--- src/rtl/arith_flag_pkg.sv ---
package arith_flag_pkg;

    typedef enum logic [1:0] {
        SZ_BYTE  = 2'b00,
        SZ_WORD  = 2'b01,
        SZ_DWORD = 2'b10,
        SZ_DWALT = 2'b11
    } size_e;

    // packed so that a cast to 6 bits gives {of,sf,zf,af,pf,cf}
    typedef struct packed {
        logic of_f;
        logic sf_f;
        logic zf_f;
        logic af_f;
        logic pf_f;
        logic cf_f;
    } flags_t;

    localparam int FLAG_W = 6;
    localparam int BYTE_W = 8;
    localparam int WORD_W = 16;

endpackage

--- src/rtl/flag_operand_slice.sv ---
module flag_operand_slice
    import arith_flag_pkg::*;
#(
    parameter int DATA_W = 32
) (
    input  logic [1:0]        size_sel,
    input  logic [DATA_W-1:0] opa,
    input  logic [DATA_W-1:0] opb,
    input  logic [DATA_W-1:0] res,
    output logic              a_top,
    output logic              b_top,
    output logic              r_top,
    output logic              a_half,
    output logic              b_half,
    output logic              r_half,
    output logic [DATA_W-1:0] res_masked
);
    localparam int NIB_POS  = 4;
    localparam int BYTE_POS = BYTE_W;

    logic [DATA_W-1:0] mask;

    always_comb begin
        unique case (size_e'(size_sel))
            SZ_BYTE: begin
                mask  = DATA_W'((64'd1 << BYTE_W) - 64'd1);
                a_top = opa[BYTE_W-1];
                b_top = opb[BYTE_W-1];
                r_top = res[BYTE_W-1];
            end
            SZ_WORD: begin
                mask  = DATA_W'((64'd1 << WORD_W) - 64'd1);
                a_top = opa[WORD_W-1];
                b_top = opb[WORD_W-1];
                r_top = res[WORD_W-1];
            end
            default: begin
                mask  = '1;
                a_top = opa[DATA_W-1];
                b_top = opb[DATA_W-1];
                r_top = res[DATA_W-1];
            end
        endcase
        res_masked = res & mask;
    end

    // half-carry boundary: byte boundary for 16-bit, nibble otherwise
    always_comb begin
        if (size_e'(size_sel) == SZ_WORD) begin
            a_half = opa[BYTE_POS];
            b_half = opb[BYTE_POS];
            r_half = res[BYTE_POS];
        end else begin
            a_half = opa[NIB_POS];
            b_half = opb[NIB_POS];
            r_half = res[NIB_POS];
        end
    end

endmodule

--- src/rtl/flag_carry_unit.sv ---
module flag_carry_unit (
    input  logic op_sub,
    input  logic a_top,
    input  logic b_top,
    input  logic r_top,
    input  logic a_half,
    input  logic b_half,
    input  logic r_half,
    output logic cf,
    output logic af,
    output logic of
);
    logic carry_out;
    logic borrow_out;

    always_comb begin
        // carry/borrow out of the top bit, rebuilt from operand and result bits
        carry_out  = (a_top & b_top) | ((a_top | b_top) & ~r_top);
        borrow_out = (~a_top & b_top) | ((~a_top | b_top) & r_top);
        cf         = op_sub ? borrow_out : carry_out;
        // carry or borrow into a bit equals the xor of the three bits there
        af         = a_half ^ b_half ^ r_half;
        if (op_sub)
            of = (a_top ^ b_top) & (r_top ^ a_top);
        else
            of = ~(a_top ^ b_top) & (r_top ^ a_top);
    end

endmodule

--- src/rtl/flag_parity_unit.sv ---
module flag_parity_unit #(
    parameter int PAR_W = 8
) (
    input  logic [PAR_W-1:0] bits,
    output logic             pf
);
    logic [PAR_W:0] chain;

    assign chain[0] = 1'b1;
    generate
        for (genvar i = 0; i < PAR_W; i++) begin : g_chain
            assign chain[i+1] = chain[i] ^ bits[i];
        end
    endgenerate

    assign pf = chain[PAR_W];

endmodule

--- src/rtl/arith_flag_unit.sv ---
module arith_flag_unit
    import arith_flag_pkg::*;
#(
    parameter int DATA_W  = 32,
    parameter bit HAS_REG = 1'b1
) (
    input  logic              clk,
    input  logic              rst_n,
    input  logic              op_sub,
    input  logic [1:0]        size_sel,
    input  logic [DATA_W-1:0] opa,
    input  logic [DATA_W-1:0] opb,
    input  logic [DATA_W-1:0] res,
    input  logic              upd,
    output logic [5:0]        flags_now,
    output logic [5:0]        flags_q
);
    logic              a_top, b_top, r_top;
    logic              a_half, b_half, r_half;
    logic [DATA_W-1:0] res_masked;
    logic              cf_w, af_w, of_w, pf_w;
    flags_t            flags_d;

    flag_operand_slice #(.DATA_W(DATA_W)) u_slice (
        .size_sel   (size_sel),
        .opa        (opa),
        .opb        (opb),
        .res        (res),
        .a_top      (a_top),
        .b_top      (b_top),
        .r_top      (r_top),
        .a_half     (a_half),
        .b_half     (b_half),
        .r_half     (r_half),
        .res_masked (res_masked)
    );

    flag_carry_unit u_carry (
        .op_sub (op_sub),
        .a_top  (a_top),
        .b_top  (b_top),
        .r_top  (r_top),
        .a_half (a_half),
        .b_half (b_half),
        .r_half (r_half),
        .cf     (cf_w),
        .af     (af_w),
        .of     (of_w)
    );

    flag_parity_unit #(.PAR_W(BYTE_W)) u_par (
        .bits (res[BYTE_W-1:0]),
        .pf   (pf_w)
    );

    always_comb begin
        flags_d.cf_f = cf_w;
        flags_d.pf_f = pf_w;
        flags_d.af_f = af_w;
        flags_d.zf_f = (res_masked == '0);
        flags_d.sf_f = r_top;
        flags_d.of_f = of_w;
    end

    assign flags_now = flags_d;

    generate
        if (HAS_REG) begin : g_reg
            flags_t status_d, status_q;

            always_comb begin
                status_d = status_q;
                if (upd)
                    status_d = flags_d;
            end

            always_ff @(posedge clk) begin
                if (!rst_n)
                    status_q <= '0;
                else
                    status_q <= status_d;
            end

            assign flags_q = status_q;


            load_chk: assert property (@(posedge clk) disable iff (!rst_n)
                upd |=> flags_q == $past(flags_now));

            hold_chk: assert property (@(posedge clk) disable iff (!rst_n)
                !upd |=> $stable(flags_q));
        end else begin : g_noreg
            assign flags_q = flags_now;
        end
    endgenerate


    zero_low_chk: assert property (@(posedge clk) disable iff (!rst_n)
        flags_now[3] |-> res[BYTE_W-1:0] == '0);

    sign_byte_chk: assert property (@(posedge clk) disable iff (!rst_n)
        (size_sel == 2'b00) |-> flags_now[4] == res[BYTE_W-1]);

    no_overflow_chk: assert property (@(posedge clk) disable iff (!rst_n)
        (!op_sub && size_sel == 2'b00 && opa[BYTE_W-1] != opb[BYTE_W-1]) |-> !flags_now[5]);

    parity_chk: assert property (@(posedge clk) disable iff (!rst_n)
        flags_now[1] == !($countones(res[BYTE_W-1:0]) % 2));

endmodule

--- config.mk ---
export PLATFORM = sky130hd
export DESIGN_NAME = arith_flag_unit
export DESIGN_NICKNAME = d
export VERILOG_FILES = /design/src/rtl/arith_flag_pkg.sv /design/src/rtl/flag_operand_slice.sv /design/src/rtl/flag_carry_unit.sv /design/src/rtl/flag_parity_unit.sv /design/src/rtl/arith_flag_unit.sv
export SDC_FILE = /design/constraint.sdc
export NUM_CORES = 1
export LEC_CHECK = 0
export BUFFER_PORTS_ARGS = -buffer_cell sky130_fd_sc_hd__buf_2
export CORE_MARGIN = 5
export CORE_UTILIZATION = 28
export DETAILED_ROUTE_END_ITERATION = 12
export PLACE_DENSITY_LB_ADDON = 0.1
export SYNTH_ARGS = -nofsm -noshare
export SYNTH_HDL_FRONTEND = slang
export SYNTH_SLANG_ARGS = --single-unit
export TNS_END_PERCENT = 10
--- constraint.sdc ---
create_clock -name clk -period 1.9 [get_ports clk]
set_input_delay 0.095 -clock clk [delete_from_list [all_inputs] [get_ports clk]]
set_output_delay 0.095 -clock clk [all_outputs]
set_load 0.005 [all_outputs]
==> metrics.csv, run 1 <==
stage;metric;value;unit
global_routing;gr-total-overflow;0;
setup_path;cp.arrival;1.38;ns
setup_path;cp_slowest_stage_delay;0.32;ns
cells_and_area;drive_gt1_share;50.38;%
clock_network;clkSinkCount;6;
sta;relSlewSlack;73.68;%
logic_synthesis;ys_ff_latch;6;
logic_synthesis;synth.area.top_cells;dfxtp_1 (20%), xnor2_1 (10%), mux2i_1 (8.2%);
clock_network;postCtsSetupBuffers;0;
power;irDropWorstVdd;339.0;uV
setup_path;critPathRequiredTime;1.80;ns
logic_synthesis;synthSimpleGateAreaFrac;22.18;%
setup_path;crit_chain;buf_2 > mux2_4 > mux2i_4 > xor2_2 > mux2i_1 > buf_2;
setup_path;crit_type;in2out;
status;status;complete, no violations;
logic_synthesis;syn_inst;75;
logic_synthesis;syn_area;609.3;sq um
setup_path;cp_num_buf_inv;2;
placed_design;hpwlAfterDp;1812;um
floorplanning;dieWidth;56.65;um
sta;max_freq;677.9;MHz
sta;skew;0;ns
setup_path;crit_top_cell;buf_2;
global_routing;antenna_found_initial;0;
floorplanning;die_area;0.003209;sq mm
floorplanning;die_y;56.65;um
logic_synthesis;synthesis.nets;178;
logic_synthesis;seq_area_frac_synth;19.71;%
setup_path;regToRegSetupSlack;1.21;ns
clock_network;cts-buffers-inserted;3;
logic_synthesis;ys_types;27;
drt;drc;0;
logic_synthesis;synth_fa_ha_area_share;2.053;%
min_path;holdPathEnd;flags_q[4];
cells_and_area;final_cell_count_no_fill;158;
job;drv_cap;0;
setup_path;r2r_end;flags_q[5];
clock_network;ctsHtreeMaxLevel;1;
sta;tns;0;ns
drt;routed-via-count;725;
setup_path;cpMaxStageDelayCell;mux2_4;
logic_synthesis;synth.avg_cell_area;8.124;sq um
placed_design;gp_congestion;0.7542;
min_path;hold_depth;2;
setup_path;start_kind;input port;
sta;drv_slew;0;
drt;wl;2002;um
drt;via_per_inst;4.589;
cells_and_area;nets;236;
cells_and_area;layout_common_cells;buf_2 (59), xnor2_1 (7), nor4_1 (7), nor2_1 (7), dfxtp_1 (6);
sta;rsz0062_at_grt;false;
logic_synthesis;synth_mux_area_share;14.37;%
drt;ant_nets;0;
drt;post_drt_wl_per_cell;12.67;um
sta;period_share;77.64;%
global_routing;grt_pass1_vias;827;
clock_network;worstSkewPairLatency;0.25;ns
placed_design;dp_cells;155;
setup_path;cpLargestDelayFamily;multiplexers;
logic_synthesis;synth_top_family_by_area;simple AND/OR/NAND/NOR gates;
setup_path;r2r_cells;2;
clock_network;postCtsHoldBufs;0;
setup_path;worst-path-max-fanout;5;
clock_network;clockBufferDepth;2;
min_path;hp-start;rst_n;
sta;tightest_slew;0.3911;ns
floorplanning;core_area;0.002022;sq mm
cells_and_area;utilization;45.42;%
setup_path;r2r-start;flags_q[5];
logic_synthesis;yosysWarningCount;0;
clock_network;cts-root-buf;clkbuf_4;
drt;drt_iter0_drc;5;
logic_synthesis;synth_compound_gate_area_share;15.20;%
drt;dr.pass1.iters;4;
logic_synthesis;synth_top_area_share;19.71;%
power;cellPowerDensity;511.6;mW/mm^2
logic_synthesis;yosysTopAreaCell;dfxtp_1;
cells_and_area;mostFrequentLayoutCell;buf_2;
floorplanning;num_rows;16;
clock_network;clk_pin_slew_worst_paths;0.05;ns
clock_network;cts_resized;0;
global_routing;grt_max_degree;10;
logic_synthesis;synthXorXnorAreaFrac;17.04;%
sta;post-route-min-period;1.475;ns
sta;hold_viol;0;
sta;finalSetupViolCount;0;
global_routing;grt_pass1_wl;3325;um
global_routing;grtUsageTotal;13.07;%
cells_and_area;largest_reg_flops;6;
clock_network;cts_tree;done;
floorplanning;initial_utilization;30.14;%
min_path;hp-class;in2reg;
cells_and_area;n_antenna_cell;0;
floorplanning;pin_count;114;
placed_design;portBuffers;59;
power;power_leakage;0.4834;nW
cells_and_area;area_growth;50.72;%
setup_path;end_kind;output pin;
synth_stat cells:
library cell and count:
xor2_2 1, buf_4 5, mux2_4 1, a211oi_1 1, dfxtp_1 6, o21ai_1 1, nor4_1 7, o21ba_1 2
nand2_1 5, xor2_1 3, nand3_1 1, nor3b_1 2, or2b_1 1, xnor2_1 7, nor2b_1 2, o21ai_0 4
a32o_1 1, inv_2 1, inv_1 3, ha_1 1, a21oi_1 3, buf_2 1, mux2i_1 5, o21a_1 2
nand4_1 1, mux2i_4 1, nor2_1 7
report_power, final:
part / total (mW) / switching (mW) / internal, mW / leakage, nW
combinational: 0.205 / 0.0946 / 0.111 / 0.420
sequential: 0.140 / 0.00426 / 0.136 / 0.0495
clock: 0.125 / 0.0527 / 0.0719 / 0.0138
layer usage:
metal | part of all wire [%] | wire, um | track usage [%]
met5 | 0 | 0 | 0
met4 | 0 | 0 | 3.051
met3 | 16 | 326 | 6.881
met2 | 44 | 872 | 21.29
met1 | 40 | 802 | 14.99
how the worst max path moves through the flow:
stage / startpoint / end / slack [ns] / cells past startpoint
CTS: size_sel[0] / flags_now[5] / 0.41 / 6
finish: size_sel[0] / flags_now[5] / 0.42 / 6
global placement: size_sel[0] / flags_now[5] / 0.43 / 6
floorplan: size_sel[0] / flags_q[0] / 0.69 / 5
detailed placement: size_sel[0] / flags_now[5] / 0.41 / 6
global route: size_sel[0] / flags_now[5] / 0.35 / 6
metrics by stage:
stage	setup slack (ns)	total power [mW]	hold slack (ns)	cell area, sq um
floorplan	0.6928	0.2752	0.2232	609.3
global placement	0.4320	0.3475	0.3758	895.9
detailed placement	0.4076	0.3511	0.3983	895.9
CTS	0.4081	0.4794	0.1336	918.4
global route	0.3494	0.5110	0.1436	918.4
finish	0.4248	0.4699	0.1330	918.4
logic make-up (layout without fill, tap and decap cells):
kind of cell | count (synthesis) | in the layout
fa+ha+maj | 1 | 1
xor+xnor | 11 | 11
buf+inv | 10 | 66
compound gates | 14 | 14
simple gates | 26 | 26
mux | 7 | 7
flops | 6 | 6
cell type report:
| cell class | instances | area, sq um |
|---|---|---|
| Clock buffer | 3 | 22.52 |
| Fill cell | 223 | 1104 |
| Inverter | 4 | 15.01 |
| Multi-Input combinational cell | 59 | 431.7 |
| Sequential cell | 6 | 120.1 |
| Tap cell | 27 | 33.78 |
| Timing Repair Buffer | 59 | 295.3 |
No activity file was read; power rests on OpenSTA's default activity.
==> run 2: changes to the inputs <==
--- a/config.mk
+++ b/config.mk
@@ -7,7 +7,7 @@
 export LEC_CHECK = 0
 export BUFFER_PORTS_ARGS = -buffer_cell sky130_fd_sc_hd__buf_2
 export CORE_MARGIN = 5
-export CORE_UTILIZATION = 28
+export CORE_UTILIZATION = 26
 export DETAILED_ROUTE_END_ITERATION = 12
 export PLACE_DENSITY_LB_ADDON = 0.1
 export SYNTH_ARGS = -nofsm -noshare
==> constraint.sdc (replaced) <==
create_clock -name clk -period 1.41 [get_ports clk]
set_input_delay 0.0705 -clock clk [delete_from_list [all_inputs] [get_ports clk]]
set_output_delay 0.0705 -clock clk [all_outputs]
set_load 0.005 [all_outputs]
==> metrics.csv, run 2 (synthesis results as in run 1) <==
stage;metric;value;unit
clock_network;cts-buffers-inserted;3;
clock_network;cts_tree;done;
drt;drt_iter0_drc;16;
cells_and_area;final_cell_count_no_fill;164;
setup_path;cpLargestDelayFamily;multiplexers;
setup_path;cpMaxStageDelayCell;mux2_4;
setup_path;start_kind;input port;
drt;ant_nets;0;
drt;wl;1949;um
drt;dr.pass1.iters;3;
clock_network;cts-root-buf;clkbuf_4;
cells_and_area;area_growth;58.73;%
cells_and_area;final_area;967.2;sq um
power;cellPowerDensity;655.5;mW/mm^2
setup_path;critPathRequiredTime;1.34;ns
drt;routed-via-count;748;
cells_and_area;largest_reg_flops;6;
sta;tightest_slew;0.3100;ns
setup_path;crit_chain;buf_8 > mux2_4 > mux2i_4 > xor2_2 > mux2i_1 > buf_2;
power;pwr-share-clk;24.6;%
setup_path;cp_num_buf_inv;2;
sta;finalSetupViolCount;0;
clock_network;worstSkewPairLatency;0.24;ns
sta;relSlewSlack;79.14;%
cells_and_area;nets;241;
cells_and_area;mostFrequentLayoutCell;buf_2;
placed_design;portBuffers;59;
power;power_frac_seq;29.8;%
placed_design;gp_congestion;0.7203;
floorplanning;die_y;58.41;um
floorplanning;core_area;0.002233;sq mm
floorplanning;dieWidth;58.41;um
power;power_frac_comb;45.6;%
floorplanning;pin_count;114;
placed_design;hpwlAfterDp;1741;um
floorplanning;die_area;0.003412;sq mm
global_routing;grt_pass1_wl;3008;um
placed_design;dp_cells;159;
drt;post_drt_wl_per_cell;11.88;um
setup_path;cp_slowest_stage_delay;0.30;ns
drt;via_per_inst;4.561;
sta;skew;0;ns
clock_network;clk_pin_slew_worst_paths;0.04;ns
job;drv_cap;0;
cells_and_area;fill_cells;247;
cells_and_area;seq_area;120.1;sq um
cells_and_area;drive_gt1_share;52.21;%
floorplanning;num_rows;17;
clock_network;clkSinkCount;6;
setup_path;end_kind;output pin;
power;fin_total_pwr;634.0;uW
cells_and_area;layout_common_cells;buf_2 (58), xnor2_1 (7), nor4_1 (7), nor2_1 (7), dfxtp_1 (6);
power;swShare;30.54;%
global_routing;grt_max_degree;10;
global_routing;grt_pass1_vias;742;
clock_network;postCtsHoldBufs;0;
setup_path;cp.arrival;1.26;ns
global_routing;antenna_found_initial;0;
power;p_int;440.3;uW
sta;period_share;94.08;%
sta;hold_viol;0;
sta;finalHoldWorstSlack;0.1143;ns
sta;post-route-min-period;1.327;ns
power;irDropWorstVdd;524.1;uV
drt;drc;0;
power;p_switching;193.6;uW
min_path;hp-class;in2reg;
setup_path;crit_type;in2out;
cells_and_area;utilization;43.31;%
power;power_leakage;0.5125;nW
floorplanning;initial_utilization;27.28;%
global_routing;grtUsageTotal;11.25;%
sta;rsz0062_at_grt;true;
clock_network;ctsHtreeMaxLevel;1;
global_routing;gr-total-overflow;0;
status;status;complete, no violations;
clock_network;clockBufferDepth;2;
cells_and_area;n_antenna_cell;0;
sta;drv_slew;0;
setup_path;worst-path-max-fanout;5;
cells_and_area;multi_input_area;431.7;sq um
placed_design;place_area;919.6;sq um
sta;max_freq;753.9;MHz
## run 2: area by class of cell
| type | count | area share, % |
|---|---|---|
| Clock buffer | 3 | 2.329 |
| Inverter | 4 | 1.552 |
| Multi-Input combinational cell | 59 | 44.63 |
| Sequential cell | 6 | 12.42 |
| Tap cell | 28 | 3.622 |
| Timing Repair Buffer | 64 | 35.45 |
## run 2: final timing paths
path                    start           end  slack, ns  cells past startpoint
setup / recovery  size_sel[0]  flags_now[5]       0.08                      6
hold / removal          rst_n    flags_q[3]       0.11                      2
setup reg to reg   flags_q[5]    flags_q[5]       0.73                      2
hold reg to reg    flags_q[2]    flags_q[2]       0.48                      2
## run 2: through the flow
step	setup WS (ns)	setup TNS [ns]
2_1_floorplan	0.2273	0
3_3_place_gp	-0.009500	-0.009500
3_5_place_dp	-0.01470	-0.01470
4_1_cts	0.03074	0
5_1_grt	-0.01318	-0.01318
6_report	0.08348	0
## run 2: per-layer routing
layer	up-vias	track usage, %	wire length [um]
li1	383	-	-
met1	317	14.38	839
met2	48	16.43	784
met3	0	5.263	325
met4	0	3.974	0
met5	-	0	0
## run 2: power by group through the flow
stage | Combinational (mW) | Clock (mW) | Sequential [mW]
4_1_cts | 0.290 | 0.167 | 0.189
5_1_grt | 0.320 | 0.181 | 0.190
3_3_place_gp | 0.278 | 0 | 0.192
2_1_floorplan | 0.177 | 0 | 0.194
6_report | 0.289 | 0.156 | 0.189
3_5_place_dp | 0.283 | 0 | 0.192
## run 2: what timing repair did
item,CTS,global route
hold endpoints to repair,0,0
resized for setup,0,3
cloned,0,0
pin swaps,0,1
buffers inserted,1,1
setup endpoints to repair,1,2
